<file path="src/rtl/tlb_pkg.sv">
package tlb_pkg;
  localparam int VPN_W = 19;
  localparam int PID_W = 8;

  typedef enum logic [1:0] {
    ACC_READ  = 2'd0,
    ACC_WRITE = 2'd1,
    ACC_EXEC  = 2'd2,
    ACC_RSVD  = 2'd3
  } acc_e;

  typedef struct packed {
    logic [VPN_W-1:0] vpn;
    logic [PID_W-1:0] pid;
    logic [VPN_W-1:0] pfn;
    logic             glb;
    logic             vld;
    logic             kern;
    logic             wen;
    logic             xen;
  } tlb_ent_t;

  localparam int CHK_KERN = 0;
  localparam int CHK_WR   = 1;
  localparam int CHK_EX   = 2;
  localparam int CHK_VLD  = 3;
endpackage

</file>
<file path="src/rtl/tlb_store.sv">
module tlb_store
  import tlb_pkg::*;
#(
  parameter int WAYS = 4,
  parameter int SETS = 16,
  localparam int WAY_W = (WAYS > 1) ? $clog2(WAYS) : 1,
  localparam int IDX_W = (SETS > 1) ? $clog2(SETS) : 1
) (
  input  logic                  clk,
  input  logic                  rst_n,
  input  logic                  wr_en,
  input  logic [WAY_W-1:0]      wr_way,
  input  logic [IDX_W-1:0]      wr_idx,
  input  tlb_ent_t              wr_ent,
  input  logic [IDX_W-1:0]      rd_idx,
  output tlb_ent_t [WAYS-1:0]   rd_ent
);
  for (genvar g = 0; g < WAYS; g++) begin : g_way
    tlb_ent_t row [SETS];

    always_ff @(posedge clk or negedge rst_n) begin
      if (!rst_n) begin
        for (int i = 0; i < SETS; i++) row[i] <= '0;
      end else if (wr_en && wr_way == WAY_W'(g)) begin
        row[wr_idx] <= wr_ent;
      end
    end

    assign rd_ent[g] = row[rd_idx];
  end
endmodule

</file>
<file path="src/rtl/tlb_match.sv">
module tlb_match
  import tlb_pkg::*;
#(
  parameter int WAYS = 4,
  localparam int WAY_W = (WAYS > 1) ? $clog2(WAYS) : 1
) (
  input  tlb_ent_t [WAYS-1:0] ent,
  input  logic [VPN_W-1:0]    vpage,
  input  logic [PID_W-1:0]    pid,
  input  acc_e                acc,
  input  logic                user,
  input  logic [3:0]          chk,
  output logic                fault,
  output logic                miss,
  output logic [WAY_W-1:0]    way,
  output logic [1:0]          vec_off,
  output logic [VPN_W-1:0]    pfn,
  output logic [2:0]          perm
);
  tlb_ent_t e;
  logic     any;
  logic     kflt, wflt, xflt, vflt;

  always_comb begin
    any = 1'b0;
    way = '0;
    // scan downwards so the lowest matching way is kept
    for (int w = WAYS - 1; w >= 0; w--) begin
      if (ent[w].vpn == vpage && (ent[w].glb || ent[w].pid == pid)) begin
        any = 1'b1;
        way = WAY_W'(w);
      end
    end
    e    = ent[way];
    kflt = chk[CHK_KERN] && e.kern && user;
    wflt = (acc == ACC_WRITE) && chk[CHK_WR] && !e.wen;
    xflt = (acc == ACC_EXEC) && chk[CHK_EX] && !e.xen;
    vflt = chk[CHK_VLD] && !e.vld;

    fault   = 1'b1;
    vec_off = 2'd0;
    if (!any)      vec_off = 2'd0;
    else if (kflt) vec_off = 2'd2;
    else if (wflt) vec_off = 2'd3;
    else if (xflt) vec_off = 2'd3;
    else if (vflt) vec_off = 2'd1;
    else           fault   = 1'b0;

    miss = !any;
    pfn  = fault ? '0 : e.pfn;
    perm = fault ? 3'b000 : {e.xen, e.wen, 1'b1};
  end
endmodule

</file>
<file path="src/rtl/tlb_lfsr.sv">
module tlb_lfsr #(
  parameter int          W     = 16,
  parameter logic [15:0] SEED  = 16'hCCCC,
  parameter logic [15:0] TAPS  = 16'h8805
) (
  input  logic         clk,
  input  logic         rst_n,
  input  logic         step,
  output logic [W-1:0] state
);
  logic fb;
  assign fb = ^(state & TAPS[W-1:0]);

  always_ff @(posedge clk or negedge rst_n) begin
    if (!rst_n)    state <= SEED[W-1:0];
    else if (step) state <= {fb, state[W-1:1]};
  end

  AST_LFSR_HOLD: assert property (@(posedge clk) disable iff (!rst_n)
    !step |=> $stable(state));

  AST_LFSR_LIVE: assert property (@(posedge clk) disable iff (!rst_n)
    step |=> state != '0);
endmodule

</file>
<file path="src/rtl/xlat_tlb.sv">
module xlat_tlb
  import tlb_pkg::*;
#(
  parameter bit IS_INSN = 1'b0,
  parameter int WAYS    = 4,
  parameter int SETS    = 16,
  localparam int WAY_W  = (WAYS > 1) ? $clog2(WAYS) : 1,
  localparam int IDX_W  = (SETS > 1) ? $clog2(SETS) : 1,
  localparam int SEL_W  = WAY_W + IDX_W,
  localparam logic [3:0] VEC_BASE = IS_INSN ? 4'd4 : 4'd8
) (
  input  logic             clk,
  input  logic             rst_n,
  input  logic             wr_en,
  input  logic [WAY_W-1:0] wr_way,
  input  logic [IDX_W-1:0] wr_idx,
  input  logic [31:0]      wr_hi,
  input  logic [31:0]      wr_lo,
  input  logic             lk_valid,
  output logic             lk_ready,
  input  logic [31:0]      lk_vaddr,
  input  logic [7:0]       lk_pid,
  input  logic [1:0]       lk_acc,
  input  logic             lk_user,
  input  logic [3:0]       lk_chk,
  output logic             res_valid,
  input  logic             res_ready,
  output logic             res_hit,
  output logic [18:0]      res_pfn,
  output logic [2:0]       res_perm,
  output logic [3:0]       res_vec,
  output logic [SEL_W-1:0] tlb_sel,
  output logic [31:0]      mm_cause
);
  tlb_ent_t             wr_ent;
  tlb_ent_t [WAYS-1:0]  rd_ent;
  logic [VPN_W-1:0]     vpage;
  logic [IDX_W-1:0]     idx;
  acc_e                 acc;
  logic                 fault, miss;
  logic [WAY_W-1:0]     m_way, rep_way;
  logic [1:0]           vec_off;
  logic [VPN_W-1:0]     m_pfn;
  logic [2:0]           m_perm;
  logic [15:0]          lfsr;
  logic                 accept;
  logic                 unused_bits;

  assign wr_ent = '{vpn: wr_hi[31:13], pid: wr_hi[7:0], pfn: wr_lo[31:13],
                    glb: wr_lo[4], vld: wr_lo[3], kern: wr_lo[2],
                    wen: wr_lo[1], xen: wr_lo[0]};
  assign unused_bits = ^{wr_hi[12:8], wr_lo[12:5], lk_vaddr[12:0]};

  assign vpage = lk_vaddr[31:13];
  assign idx   = vpage[IDX_W-1:0];
  // the reserved code is treated as a read
  assign acc   = (lk_acc == ACC_RSVD) ? ACC_READ : acc_e'(lk_acc);

  tlb_store #(.WAYS(WAYS), .SETS(SETS)) u_store (
    .clk(clk), .rst_n(rst_n), .wr_en(wr_en), .wr_way(wr_way),
    .wr_idx(wr_idx), .wr_ent(wr_ent), .rd_idx(idx), .rd_ent(rd_ent)
  );

  tlb_match #(.WAYS(WAYS)) u_match (
    .ent(rd_ent), .vpage(vpage), .pid(lk_pid), .acc(acc), .user(lk_user),
    .chk(lk_chk), .fault(fault), .miss(miss), .way(m_way),
    .vec_off(vec_off), .pfn(m_pfn), .perm(m_perm)
  );

  assign lk_ready = !res_valid || res_ready;
  assign accept   = lk_valid && lk_ready;

  tlb_lfsr u_lfsr (
    .clk(clk), .rst_n(rst_n), .step(accept && fault), .state(lfsr)
  );

  assign rep_way = miss ? lfsr[WAY_W-1:0] : m_way;

  always_ff @(posedge clk or negedge rst_n) begin
    if (!rst_n) begin
      res_valid <= 1'b0;
      res_hit   <= 1'b0;
      res_pfn   <= '0;
      res_perm  <= '0;
      res_vec   <= '0;
    end else if (accept) begin
      res_valid <= 1'b1;
      res_hit   <= !fault;
      res_pfn   <= m_pfn;
      res_perm  <= m_perm;
      res_vec   <= fault ? VEC_BASE + {2'b00, vec_off} : 4'd0;
    end else if (res_ready) begin
      res_valid <= 1'b0;
    end
  end

  always_ff @(posedge clk or negedge rst_n) begin
    if (!rst_n) begin
      tlb_sel  <= '0;
      mm_cause <= '0;
    end else if (accept && fault) begin
      tlb_sel  <= {rep_way, idx};
      mm_cause <= {vpage, mm_cause[12:10], acc, lk_pid};
    end
  end

  AST_RES_HOLD: assert property (@(posedge clk) disable iff (!rst_n)
    res_valid && !res_ready |=> res_valid && $stable(res_hit) &&
      $stable(res_pfn) && $stable(res_vec) && $stable(res_perm));

  AST_SEL_KEEP: assert property (@(posedge clk) disable iff (!rst_n)
    !(accept && fault) |=> $stable(tlb_sel) && $stable(mm_cause));

  AST_CAUSE_SPARE: assert property (@(posedge clk) disable iff (!rst_n)
    accept |=> $stable(mm_cause[12:10]));

  AST_FAULT_VEC: assert property (@(posedge clk) disable iff (!rst_n)
    res_valid && !res_hit |-> res_vec[3:2] == VEC_BASE[3:2] &&
      res_pfn == '0 && res_perm == 3'b000);

  AST_SEL_IDX: assert property (@(posedge clk) disable iff (!rst_n)
    accept && fault |=> tlb_sel[IDX_W-1:0] == $past(lk_vaddr[13 +: IDX_W]));
endmodule

</file>
<file path="config.mk">
export PLATFORM = sky130hd
export DESIGN_NAME = xlat_tlb
export DESIGN_NICKNAME = d
export VERILOG_FILES = /design/src/rtl/tlb_pkg.sv /design/src/rtl/tlb_store.sv /design/src/rtl/tlb_match.sv /design/src/rtl/tlb_lfsr.sv /design/src/rtl/xlat_tlb.sv
export SDC_FILE = /design/constraint.sdc
export NUM_CORES = 2
export LEC_CHECK = 0
export BUFFER_PORTS_ARGS = -buffer_cell sky130_fd_sc_hd__buf_4
export CORE_MARGIN = 2
export CORE_UTILIZATION = 30
export CTS_CLUSTER_DIAMETER = 200
export DETAILED_ROUTE_END_ITERATION = 8
export GPL_TIMING_DRIVEN = 0
export MAX_ROUTING_LAYER = met4
export PLACE_DENSITY = 0.44
export SETUP_SLACK_MARGIN = 0.5
export SLEW_MARGIN = 0
export SYNTH_ARGS = -nofsm -noshare
export SYNTH_HDL_FRONTEND = slang
export SYNTH_SLANG_ARGS = --single-unit
</file>
<file path="constraint.sdc">
create_clock -name clk -period 4.6 [get_ports clk]
set_input_delay 0.69 -clock clk [delete_from_list [all_inputs] [get_ports clk]]
set_output_delay 0.69 -clock clk [all_outputs]
set_load 0.005 [all_outputs]
</file>
==> impl_metrics.json <==
{
  "pin_count": 189,
  "mostFrequentLayoutCell": "mux2_2",
  "drive_gt1_share_pct": 52.1,
  "drc": 0,
  "cp_common_cell": "buf_12",
  "synthToLayoutAreaGrowth_pct": 20.6,
  "overflow": 0,
  "ys_seq_elements": 3337,
  "p_leak_nw": 83.2,
  "grt_pass1_wl_um": 975000,
  "io_buffers": 88,
  "yosysTopAreaCellShare_pct": 54.7,
  "nNetsFinal": 10800,
  "skew_ns": 0.107,
  "first_pass_iters": 7,
  "slew_headroom_pct": -7.66,
  "gp_congestion": 0.912,
  "setup_ws_ns": -0.504,
  "cts_buffers": 397,
  "crit_chain": "buf_6 -> buf_8 -> buf_12 -> buf_12 -> nor2_2 -> buf_16 -> a22o_1 -> a221oi_4 -> xor2_1 -> nand2_2 -> nor4_4 -> buf_4 -> or3b_4 -> a211oi_4 -> o2111ai_2 -> a21oi_2 -> o31ai_4 -> buf_12 -> buf_12 -> buf_16 -> buf_16 -> nand2_4 -> o21ai_2",
  "antenna_found_initial": 139,
  "whs_ns": 0.0701,
  "vias": 100000,
  "worstSetupStartpointType": "input port",
  "violations": "capacitance limit, slew limit, setup timing",
  "wl_met1_um": 308000,
  "slew_violations": 129,
  "clk_latency_ns": 1.09,
  "die_area_um2": 513000,
  "cp_slowest_stage_delay_ns": 0.47,
  "hold_viol": 0,
  "final_cell_mix": "3339 x mux2_2, 3329 x dfrtp_1, 751 x mux4_2, 514 x clkbuf_1, 414 x clkbuf_16",
  "drv_cap": 20,
  "seq_area_frac_synth_pct": 54.8,
  "cp_top_family": "buffers and inverters",
  "cp.arrival_ns": 6.01,
  "synth_warnings": 0,
  "clockBufferDepth": 4,
  "cts_sinks": 3337,
  "syn_area_um2": 152000,
  "drtIter0Drc": 11100,
  "n_fill_cell": 47800,
  "num_rows": 261,
  "ys.flop_type": "dfrtp_1",
  "critPathCaptureType": "register",
  "placement.cell_area_um2": 164000,
  "met2_length_um": 323000,
  "grt_max_degree": 178,
  "status": "finished, violations left",
  "synth-edff-count": 0,
  "viasPerCell": 5.66,
  "worstSetupPathType": "input port to register",
  "ant_nets": 0,
  "core_um2": 506000,
  "postSynthAreaPerCell_um2": 15.4,
  "peakVddDrop_mv": 0.327,
  "initial_core_util_pct": 30.1,
  "cts_max_level": 5,
  "cts_tree": "done",
  "clock-root-buffer": "clkbuf_16",
  "dpl.hpwl_um": 506000,
  "fin_area_um2": 184000,
  "met3_wirelength_um": 64500,
  "post-route-min-period_ns": 5.10,
  "cp_slowest_cell": "or3b_4",
  "synth_area_leaders": "dfrtp_1 55%, mux2_2 25%, mux4_2 11%",
  "rsz0062_at_grt": "yes",
  "timing.fmax_ghz": 0.196,
  "synthCells": 9876,
  "die_y_um": 716,
  "ys_types": 93,
  "wl_per_cell_um": 41.6,
  "grt_usage_pct": 29.2,
  "holdCritPathClass": "input port to register",
  "fin_crit_sh_pct": 111,
  "pwr_density_cell_nw_per_um2": 439,
  "worstPathRequired_ns": 5.50,
  "die_x_um": 716,
  "async_reset_ff_share_pct": 100,
  "path_max_fanout": 10,
  "worst_pin_slew_ns": 1.61,
  "clkTransAtPathRegs_ns": 0.06,
  "path_buf_inv": 10,
  "synth_area_leader_cell": "dfrtp_1",
  "setup_viol": 70,
  "totalWireLength_um": 740000,
  "grt_pass1_vias": 103000,
  "top_layer_used": "met4"
}
[cell families after synthesis]
kind of cell	Yosys count	synth area share, %
buf+inv	1040	2.92
compound gates	411	2.00
other cells	1	0.00246
mux	4377	37.7
flops	3337	54.8
xor+xnor	116	0.667
simple gates	594	1.88
[area by class of cell]
cell class	instances	area [um2]	area share, %
multi-input cells	5502	66300	36.1
flip-flops and latches	3337	83500	45.5
clock buffers	600	11800	6.45
diodes	105	263	0.143
clock inverters	116	1500	0.818
well taps	6706	8390	4.57
repair buffers	358	4640	2.53
plain buffers	1010	7060	3.85
inverters	29	123	0.0668
[report_power, final]
| group | leakage (nW) | internal, mW | switching, mW |
|---|---|---|---|
| Combinational | 32.4 | 6.08 | 6.44 |
| Sequential | 44.3 | 33.3 | 2.08 |
| Clock | 6.58 | 19.2 | 13.5 |
[synthesized netlist by cell type, drive strengths merged, types with 9 or more instances]
cell     instances
nor2            78
buf            499
nand2b          16
and2            14
nand3           49
a2111oi         11
o22ai           43
inv             26
o31ai           12
nor3            24
nand4b          11
mux2i          276
a311oi          11
mux4           751
nor4             9
a31oi           29
nand2          282
dfrtp         3329
o311ai          10
o211ai          12
clkbuf         512
a22o            13
and3            34
nor2b           17
xor2            38
a211oi          12
a22oi           46
o21ai           75
a221oi          31
a21oi           35
a211o           11
nand4           16
or2             10
xnor2           78
mux2          3350
[registers in the layout (all words and copies together) (netlist names)]
| register | flops |
|---|---|
| u_store.g_way.row | 3264 |
| u_lfsr.state | 16 |
| res_perm | 3 |
| tlb_sel | 6 |
| res_pfn | 19 |
| mm_cause | 25 |
| res_vec | 3 |
| res_valid | 1 |
[routing by layer]
layer / GRT usage (%) / vias to the layer above
li1: - / 38200
met3: 7.81 / 1497
met1: 37.8 / 56000
met5: - / -
met4: 14.2 / 0
met2: 42.3 / 4813
[final timing paths]
check	slack (ns)	to	start	depth (start not counted)
min reg2reg	0.48	u_lfsr.state[4]	u_lfsr.state[5]	1
min in group asynchronous	0.67	u_store.g_way[2].row[607]	rst_n	3
max in group asynchronous	1.04	u_store.g_way[3].row[685]	rst_n	9
min	0.07	mm_cause[8]	lk_acc[1]	3
max reg2reg	-0.42	tlb_sel[2]	u_store.g_way[3].row[248]	17
max	-0.50	tlb_sel[2]	lk_vaddr[15]	23
[what timing repair did]
item | CTS | global route
pin swaps | 70 | 50
endpoints found under the hold margin | 122 | 0
cloned | 8 | 7
resized for setup | 748 | 118
buffers inserted | 139 | 39
hold buffers | 5 | 0
setup endpoints to repair | 592 | 541
[metrics by stage]
stage	total power [mW]	utilization, %	setup TNS, ns	setup slack, ns	instances
global route	83.3	36.3	-21.76	-0.413	17700
global placement	46.8	32.0	-	-40.07	16700
finish	80.7	36.3	-27.25	-0.504	17800
detailed placement	47.4	32.4	-945.76	-5.98	16700
CTS	80.8	36.0	-20.49	-0.406	17600
floorplan	42.2	-	-1.83	-0.0639	9879
[tightest hold or removal path, stage by stage]
cell and delay, ns:
buf_4 0.08, nor2b_1 0.05, mux2_4 0.26
(Power assumes the default switching activity.)
